`src/rtl/secx_pkg.sv`:
```
package secx_pkg;
   localparam int CAUSE_W  = 32;
   localparam int BIT_SEC  = 0;
   localparam int BIT_SWAP = 1;
   localparam int BIT_APP  = 2;
   localparam int BIT_HW0  = 3;
   localparam int N_HW     = 5;
   localparam int BIT_XEN  = 24;
   localparam logic [CAUSE_W-1:0] WR_MASK =
      (CAUSE_W'(1) << BIT_XEN) | ((CAUSE_W'(1) << (BIT_HW0 + N_HW)) - CAUSE_W'(1));
   localparam logic [CAUSE_W-1:0] RST_VAL =
      (CAUSE_W'(1) << BIT_SEC) | (CAUSE_W'(1) << BIT_SWAP);

   typedef enum logic [1:0] {
      SLOT_LOW  = 2'd0,
      SLOT_HIGH = 2'd1,
      SLOT_AUX  = 2'd2,
      SLOT_NONE = 2'd3
   } slot_e;
endpackage

```
`src/rtl/secx_cause_reg.sv`:
```
module secx_cause_reg
   import secx_pkg::*;
(
   input  logic               clk,
   input  logic               rst_n,
   input  logic               wr_en_i,
   input  logic               rd_en_i,
   input  logic [CAUSE_W-1:0] wdata_i,
   input  logic [N_HW-1:0]    hw_evt_i,
   output logic [CAUSE_W-1:0] cause_o,
   output logic               nmi_o
);
   localparam int TRAP_W = N_HW + 1;

   if (BIT_APP + TRAP_W > BIT_XEN) begin : g_bad_layout
      $error("cause field overlaps the auxiliary enable bit");
   end

   logic [CAUSE_W-1:0] cause_q, cause_d;
   logic [TRAP_W-1:0]  trap_vec;
   logic               trap_any;
   logic               nmi_q;

   assign trap_vec[0] = rd_en_i & ~cause_q[BIT_SEC];
   for (genvar i = 0; i < N_HW; i++) begin : g_evt
      assign trap_vec[i+1] = hw_evt_i[i];
   end
   assign trap_any = |trap_vec;

   always_comb begin
      cause_d = cause_q;
      if (wr_en_i && cause_q[BIT_SEC]) begin
         cause_d = wdata_i & WR_MASK;
      end
      cause_d[BIT_APP +: TRAP_W] = cause_d[BIT_APP +: TRAP_W] | trap_vec;
      if (trap_any) begin
         cause_d[BIT_SEC] = 1'b1;
      end
   end

   always_ff @(posedge clk or negedge rst_n) begin
      if (!rst_n) begin
         cause_q <= RST_VAL;
         nmi_q   <= 1'b0;
      end else begin
         cause_q <= cause_d;
         nmi_q   <= trap_any;
      end
   end

   assign cause_o = cause_q;
   assign nmi_o   = nmi_q;

   a_r4_trap_gives_nmi: assert property (@(posedge clk) disable iff (!rst_n)
      trap_any |=> (nmi_q && cause_q[BIT_SEC]));
   a_r4_nmi_has_cause: assert property (@(posedge clk) disable iff (!rst_n)
      nmi_q |-> (|cause_q[BIT_APP +: TRAP_W]));
   a_r3_nonsecure_write_ignored: assert property (@(posedge clk) disable iff (!rst_n)
      (wr_en_i && !cause_q[BIT_SEC] && !trap_any) |=> $stable(cause_q));
   a_r2_reentry_only_by_trap: assert property (@(posedge clk) disable iff (!rst_n)
      $rose(cause_q[BIT_SEC]) |-> nmi_q);
   a_r5_app_read_traps: assert property (@(posedge clk) disable iff (!rst_n)
      (rd_en_i && !cause_q[BIT_SEC]) |=> (cause_q[BIT_APP] && nmi_q));
   a_r1_reserved_zero: assert property (@(posedge clk) disable iff (!rst_n)
      (cause_q & ~WR_MASK) == '0);
endmodule

```
`src/rtl/secx_window_dec.sv`:
```
module secx_window_dec
   import secx_pkg::*;
#(
   parameter int WIN_AW  = 19,
   parameter int SLOT_AW = 17,
   parameter int XRAM_AW = 15,
   parameter int MDATA_W = 32
)(
   input  logic               clk,
   input  logic               rst_n,
   input  logic               secure_i,
   input  logic               swap_i,
   input  logic               xen_i,
   input  logic               valid_i,
   input  logic [WIN_AW-1:0]  addr_i,
   input  logic [MDATA_W-1:0] rdata_i,
   output logic [MDATA_W-1:0] rdata_o,
   output logic [SLOT_AW-1:0] loc_o,
   output logic               rom_sel_o,
   output logic               sram_sel_o,
   output logic               xram_sel_o,
   output logic               viol_o
);
   if (WIN_AW != SLOT_AW + 2) begin : g_bad_win
      $error("window must hold exactly four slots");
   end
   if (XRAM_AW > SLOT_AW) begin : g_bad_xram
      $error("auxiliary RAM larger than a slot");
   end

   slot_e slot;
   logic  xram_in;
   logic  hit_rom, hit_sram, hit_x;
   logic  main_ok, x_ok, grant;

   assign slot  = slot_e'(addr_i[WIN_AW-1 -: 2]);
   assign loc_o = addr_i[SLOT_AW-1:0];

   if (XRAM_AW < SLOT_AW) begin : g_xram_part
      assign xram_in = ~|addr_i[SLOT_AW-1:XRAM_AW];
   end else begin : g_xram_full
      assign xram_in = 1'b1;
   end

   assign hit_rom  = (slot == SLOT_LOW  &&  swap_i) || (slot == SLOT_HIGH && !swap_i);
   assign hit_sram = (slot == SLOT_LOW  && !swap_i) || (slot == SLOT_HIGH &&  swap_i);
   assign hit_x    = (slot == SLOT_AUX) && xram_in;

   assign main_ok = secure_i;
   assign x_ok    = secure_i | xen_i;

   assign rom_sel_o  = valid_i & hit_rom  & main_ok;
   assign sram_sel_o = valid_i & hit_sram & main_ok;
   assign xram_sel_o = valid_i & hit_x    & x_ok;
   assign grant      = rom_sel_o | sram_sel_o | xram_sel_o;
   assign viol_o     = valid_i & (((hit_rom | hit_sram) & ~main_ok) | (hit_x & ~x_ok));
   assign rdata_o    = grant ? rdata_i : '0;

   a_r9_viol_zero_data: assert property (@(posedge clk) disable iff (!rst_n)
      viol_o |-> (rdata_o == '0));
   a_r9_viol_only_nonsecure: assert property (@(posedge clk) disable iff (!rst_n)
      viol_o |-> !secure_i);
   a_r7_single_outcome: assert property (@(posedge clk) disable iff (!rst_n)
      $onehot0({rom_sel_o, sram_sel_o, xram_sel_o, viol_o}));
endmodule

```
`src/rtl/secx_trap_ctrl.sv`:
```
module secx_trap_ctrl
   import secx_pkg::*;
#(
   parameter int WIN_AW  = 19,
   parameter int SLOT_AW = 17,
   parameter int XRAM_AW = 15,
   parameter int MDATA_W = 32
)(
   input  logic               clk,
   input  logic               rst_n,
   input  logic               reg_rd_i,
   input  logic               reg_wr_i,
   input  logic [31:0]        reg_wdata_i,
   output logic [31:0]        reg_rdata_o,
   input  logic [4:0]         hw_evt_i,
   output logic               nmi_o,
   output logic               secure_o,
   input  logic               mem_valid_i,
   input  logic [WIN_AW-1:0]  mem_addr_i,
   input  logic [MDATA_W-1:0] mem_rdata_i,
   output logic [MDATA_W-1:0] mem_rdata_o,
   output logic [SLOT_AW-1:0] mem_loc_o,
   output logic               rom_sel_o,
   output logic               sram_sel_o,
   output logic               xram_sel_o,
   output logic               viol_o
);
   if (CAUSE_W != 32 || N_HW != 5) begin : g_bad_pkg
      $error("register layout does not match the port widths");
   end

   logic [CAUSE_W-1:0] cause;

   secx_cause_reg u_cause (
      .clk      (clk),
      .rst_n    (rst_n),
      .wr_en_i  (reg_wr_i),
      .rd_en_i  (reg_rd_i),
      .wdata_i  (reg_wdata_i),
      .hw_evt_i (hw_evt_i),
      .cause_o  (cause),
      .nmi_o    (nmi_o)
   );

   secx_window_dec #(
      .WIN_AW  (WIN_AW),
      .SLOT_AW (SLOT_AW),
      .XRAM_AW (XRAM_AW),
      .MDATA_W (MDATA_W)
   ) u_dec (
      .clk        (clk),
      .rst_n      (rst_n),
      .secure_i   (cause[BIT_SEC]),
      .swap_i     (cause[BIT_SWAP]),
      .xen_i      (cause[BIT_XEN]),
      .valid_i    (mem_valid_i),
      .addr_i     (mem_addr_i),
      .rdata_i    (mem_rdata_i),
      .rdata_o    (mem_rdata_o),
      .loc_o      (mem_loc_o),
      .rom_sel_o  (rom_sel_o),
      .sram_sel_o (sram_sel_o),
      .xram_sel_o (xram_sel_o),
      .viol_o     (viol_o)
   );

   assign secure_o    = cause[BIT_SEC];
   assign reg_rdata_o = reg_rd_i ? cause : '0;
endmodule

```
`config.mk`:
```
export PLATFORM = sky130hd
export DESIGN_NAME = secx_trap_ctrl
export DESIGN_NICKNAME = d
export VERILOG_FILES = /design/src/rtl/secx_pkg.sv /design/src/rtl/secx_cause_reg.sv /design/src/rtl/secx_window_dec.sv /design/src/rtl/secx_trap_ctrl.sv
export SDC_FILE = /design/constraint.sdc
export NUM_CORES = 1
export LEC_CHECK = 0
export BUFFER_PORTS_ARGS = -buffer_cell sky130_fd_sc_hd__buf_2
export CORE_ASPECT_RATIO = 0.5
export CORE_MARGIN = 4
export CORE_UTILIZATION = 23
export CTS_CLUSTER_DIAMETER = 200
export DETAILED_ROUTE_END_ITERATION = 7
export PLACE_DENSITY = 0.61
export SLEW_MARGIN = 30
export SYNTH_ARGS = -nofsm -noshare
export SYNTH_HDL_FRONTEND = slang
export SYNTH_SLANG_ARGS = --single-unit
export TNS_END_PERCENT = 20
```
`constraint.sdc`:
```
create_clock -name clk -period 2.1 [get_ports clk]
set_input_delay 0.42 -clock clk [delete_from_list [all_inputs] [get_ports clk]]
set_output_delay 0.42 -clock clk [all_outputs]
set_load 0.01 [all_outputs]
```
After elaboration in Yosys (flattened, before gate mapping)
Index checks and enable logic that the tools add are counted.
Widths: inputs -> output; s select.
{"block": "word_totals", "register_bits": 10, "output_inout_bits": 87}
{"block": "classes", "n_eq_ne": 2, "n_mux": 4, "n_bitwise": 18, "reduce_logical": 14}
{"op": "$mux 32", "n": 1}
{"op": "$mux 25", "n": 1}
{"op": "$and 1x1->1", "n": 10}
{"op": "$mux 8", "n": 1}
{"op": "$logic_and 1x1->1", "n": 6}
{"op": "$or 6x6->6", "n": 1}
{"op": "$reduce_or 6->1", "n": 1}
{"op": "$or 1x1->1", "n": 5}
{"op": "$eq 2x1->1 const B", "n": 1}
{"op": "$eq 2x2->1 const B", "n": 1}
{"op": "$logic_not 1->1", "n": 2}
{"op": "$logic_not 2->1", "n": 1}
{"op": "$logic_or 1x1->1", "n": 2}
{"op": "$not 1->1", "n": 2}
{"op": "$reduce_bool 2->1", "n": 1}
{"op": "$reduce_or 2->1", "n": 1}
{"op": "$mux 1", "n": 1}

Logic depth before layout (Yosys ltp)
{"block": "logic_depth", "ltp_word": 8, "ltp_mapped": 3, "ltp_nobuf": 2}

Modules after synthesis
From an unflattened synthesis, not the netlist that was laid out.
{"block": "hier_totals", "cells_unflattened": 228, "area_unflattened_um2": 1918.1}
{"module": "secx_window_dec", "instances": 1, "cells_per_inst": 136, "area_per_inst_um2": 1038.5, "seq_area_each_um2": 0.0}
{"module": "secx_cause_reg", "instances": 1, "cells_per_inst": 57, "area_per_inst_um2": 624.3, "seq_area_each_um2": 252.7}
{"module": "secx_trap_ctrl", "instances": 1, "cells_per_inst": 35, "area_per_inst_um2": 255.2, "seq_area_each_um2": 0.0}

Worst setup path before layout
OpenSTA, ideal clock, no wires.
{"block": "synth_timing", "path_type": "input to output", "from": "in mem_addr_i[16]", "to": "out mem_rdata_o[24]", "arrival_time_ns": 1.260, "t_required_ns": 1.680, "setup_slack_ns": 0.420, "stages": 3, "cell_sequence": "buf_2 > or4b_1 > o22ai_1"}
{"block": "synth_via", "elab_chain_cells": 7}
{"item": "start, declared", "line": "secx_trap_ctrl.sv:19", "text": "input logic [WIN_AW-1:0] mem_addr_i,"}
{"item": "$reduce_or 2->1", "line": "secx_window_dec.sv:40", "text": "assign xram_in = ~|addr_i[SLOT_AW-1:XRAM_AW];"}
{"item": "$logic_not 1->1", "line": "secx_window_dec.sv:40"}
{"item": "$logic_and 1x1->1", "line": "secx_window_dec.sv:47", "text": "assign hit_x = (slot == SLOT_AUX) && xram_in;"}
{"item": "$and 1x1->1 (2 in series)", "line": "secx_window_dec.sv:54", "text": "assign xram_sel_o = valid_i & hit_x & x_ok;"}
{"item": "$or 1x1->1", "line": "secx_window_dec.sv:55", "text": "assign grant = rom_sel_o | sram_sel_o | xram_sel_o;"}
{"item": "$mux 32", "line": "secx_window_dec.sv:57", "text": "assign rdata_o = grant ? rdata_i : '0;"}
{"item": "end, declared", "line": "secx_trap_ctrl.sv:21", "text": "output logic [MDATA_W-1:0] mem_rdata_o,"}
No other way between the ends.

Final worst setup path
{"block": "layout_timing", "from": "reg u_cause.cause_q[0], in the netlist u_cause.cause_o[0]", "to": "out mem_rdata_o[24]"}
{"block": "layout_via", "elab_chain_cells": 4, "word_cells_on_any_way": 7, "classes_between": "1 x mux; 6 x bitwise"}
{"item": "start, declared", "line": "secx_cause_reg.sv:19", "text": "logic [CAUSE_W-1:0] cause_q, cause_d;"}
{"item": "start signal, assigned", "line": "secx_cause_reg.sv:46", "text": "cause_q <= cause_d;"}
{"item": "$and 1x1->1, or another cell as far along", "line": "secx_window_dec.sv:52", "text": "assign rom_sel_o = valid_i & hit_rom & main_ok;"}
{"item": "$or 1x1->1 / $and 1x1->1 (equally long branches)", "line": "secx_window_dec.sv:55, secx_window_dec.sv:54"}
{"item": "$or 1x1->1 (*)", "line": "secx_window_dec.sv:55"}
{"item": "$mux 32 (*)", "line": "secx_window_dec.sv:57"}
Every way passes the cells marked *; elsewhere a longest branch is shown, timed or not.

==> run summary <==
Synth Flop Type -> dfrtp_1
Layout net count -> 380
MaxCap Viol Count -> 0
Initial antenna violation count -> 0
Commonest cells after routing, fill and taps aside -> 103 x buf_2, 33 x inv_1, 32 x or4b_1
Dpl cell area -> 2080 µm²
Vias in the first global route -> 1670
Final worst slack -> 78.8 ps
Leakage power -> 1.19 nW
Status -> completed
RSZ-0062 raised after global routing -> false
WP data arrival -> 1600 ps
Area of the core -> 6910 µm²
Worst-path clk slew -> 40 ps
Setup_tns -> 0 ps
Fin. max-slew vios -> 0
Rows -> 21
Fmax -> 495 MHz
CTS buffer count -> 3
Routed vias -> 1691
Syn_area_per_cell -> 8.30 µm²
Initial Util -> 0.245
Rel. slew slack -> 0.623
Layout cell share with drive strength beyond 1 -> 0.503
Clk_lat worst skew -> 240 ps
Vias/cell -> 4.47
#FFs+latches synth -> 10
Critical Path Max Stage Delay -> 560 ps
Final non-filler cell area -> 2290 µm²
Final setup vio count -> 0
Post-Layout Cell Count -> 378
CP Cell Sequence -> buf_8, nand3b_1, buf_4, buf_12, o22ai_1, buf_2
# H-tree levels -> 1
Sequential share of the synthesized area -> 0.149
Clock root buffer -> clkbuf_16
Post-route DRC -> 0
GR Overflow Total -> 0
Crit path max fanout -> 17
I/O pin count -> 180
GPL Wtd Cong -> 0.705
Fill cells -> 737
N_diodes -> 0
Routed wire length -> 5.44 mm
PwrDens -> 411 nW/µm²
CP Class -> flip-flop to output port
Die height -> 68.7 µm
Placed insts -> 367
Clk sinks -> 10
EDFF count, synth -> 0
Worst setup SP type -> flip-flop
Final design utilization -> 0.332
Synthesis-to-layout area growth -> 35.4%
Hold Path Class -> primary input to asynchronous set/reset pin
DR iter-0 viols -> 34
Period utilization -> 0.962
Ys async rst share -> 1.00
DR pass1 iterations -> 4
Worst vdd ir -> 400 µV
Die footprint -> 8890 µm²
GRT Overall Usage -> 0.114
Clk buf depth -> 2
Synth cell types -> 31
Worst slew pin tran -> 565 ps
Critical path's slowest cell -> dfstp_2
Die width -> 129 µm
Detail Placement HPWL -> 3.70 mm
Wire length of the first global-routing pass -> 8.23 mm
Most common cell after layout, fill and taps aside -> buf_2
Largest net degree at the start of global routing -> 36
Worst Setup End Kind -> output port
CTS tree -> done
DRT antenna net count -> 0
Worst EP required -> 1680 ps
Wirelength per Cell -> 14.4 µm
Final hold violations -> 0
Final min period -> 2020 ps
Netlist Area Pre-Place -> 1690 µm²
Skew final -> 1.42 ps
Cell count after synthesis -> 204
DP Worst Slack -> 112 ps
I/O Buffers -> 103
Synth warnings -> 0
[state kept, by name (all words and copies together), names as in the netlist]
register,cells
u_cause.cause_o,9
u_cause.nmi_o,1
[logic make-up (layout without fill, tap and decap cells)]
family                    Yosys count  count (layout)  share of synthesized area
muxes                               3               3                     0.0192
DFF                                10              10                      0.149
buffers and inverters              90             149                      0.300
AOI/OAI and AO/OA                  41              42                      0.242
and+or+nand+nor                    58              58                      0.283
xor gates and xnor gates            1               1                    0.00517
other                               1              23                    0.00221
[path summary, 6_finish.rpt]
check / end / slack (ps) / start / depth (start not counted)
max in group asynchronous: u_cause.cause_o[0] / 1810 / rst_n / 1
min in group clk: u_cause.cause_o[5] / 400 / hw_evt_i[2] / 2
min reg2reg: u_cause.cause_o[5] / 480 / u_cause.cause_o[5] / 1
max: mem_rdata_o[24] / 80 / u_cause.cause_o[0] / 6
min: u_cause.cause_o[2] / 30 / rst_n / 1
max reg2reg: u_cause.cause_o[4] / 600 / u_cause.cause_o[0] / 4
[worst max-delay path: cells and delay by family (launching register included)]
family                 cells  cell delay [ps]
buffers and inverters      4              590
and+or+nand+nor            1               70
DFF                        1              560
AOI/OAI and AO/OA          1              140
[stage by stage]
| stage | hold slack, ps | power (W) |
|---|---|---|
| 6_report | 34.3 | 0.000943 |
| 2_1_floorplan | 124 | 0.000471 |
| 3_5_place_dp | 294 | 0.000546 |
| 5_1_grt | 48.8 | 0.00101 |
| 3_3_place_gp | 296 | 0.000546 |
| 4_1_cts | 42.6 | 0.000954 |
[where the power goes]
part / internal [W] / switching (W) / total [W]
sequential: 0.000208 / 0.0000122 / 0.000220
combinational: 0.000156 / 0.000191 / 0.000347
clock: 0.000286 / 0.0000890 / 0.000375
[area by class of cell]
type                       count  area, µm²  share of cell area
multi-input combinational    127       1050               0.459
tap                           92        115              0.0502
inverter                      33        124              0.0540
clock buffer                   4       88.8              0.0387
timing repair buffer         112        661               0.288
sequential                    10        253               0.110
[synth_stat cells, types with 2 or more instances]
cell / count / share of area
dfstp_2: 2 / 0.031
buf_4: 40 / 0.18
a211o_1: 5 / 0.026
o22ai_2: 21 / 0.16
nor2_1: 2 / 0.0044
and3_1: 5 / 0.018
dfrtp_1: 8 / 0.12
clkbuf_2: 3 / 0.0089
and3b_1: 2 / 0.010
buf_2: 7 / 0.021
inv_1: 33 / 0.073
or4b_1: 32 / 0.19
o22ai_1: 11 / 0.041
clkbuf_1: 6 / 0.013
and2_1: 9 / 0.033
mux2_2: 2 / 0.013
nor4_1: 2 / 0.0074
[repair_timing]
action                                  4_1_cts  5_1_grt
hold buffers                                  0        0
endpoints found under the hold margin         0        0
endpoints found under the setup margin       15       32
gates resized for setup                       5        0
cloned                                        2        0
pin swaps                                     1        1
setup buffers                                 2        3
[layer usage]
metal	wire [µm]	GRT usage	up-vias
met5	0	0	-
met4	45	0.0288	0
met3	319	0.0185	10
met2	2700	0.208	63
met1	2370	0.144	779
li1	-	-	839
Power figures use the tool's default switching activity.
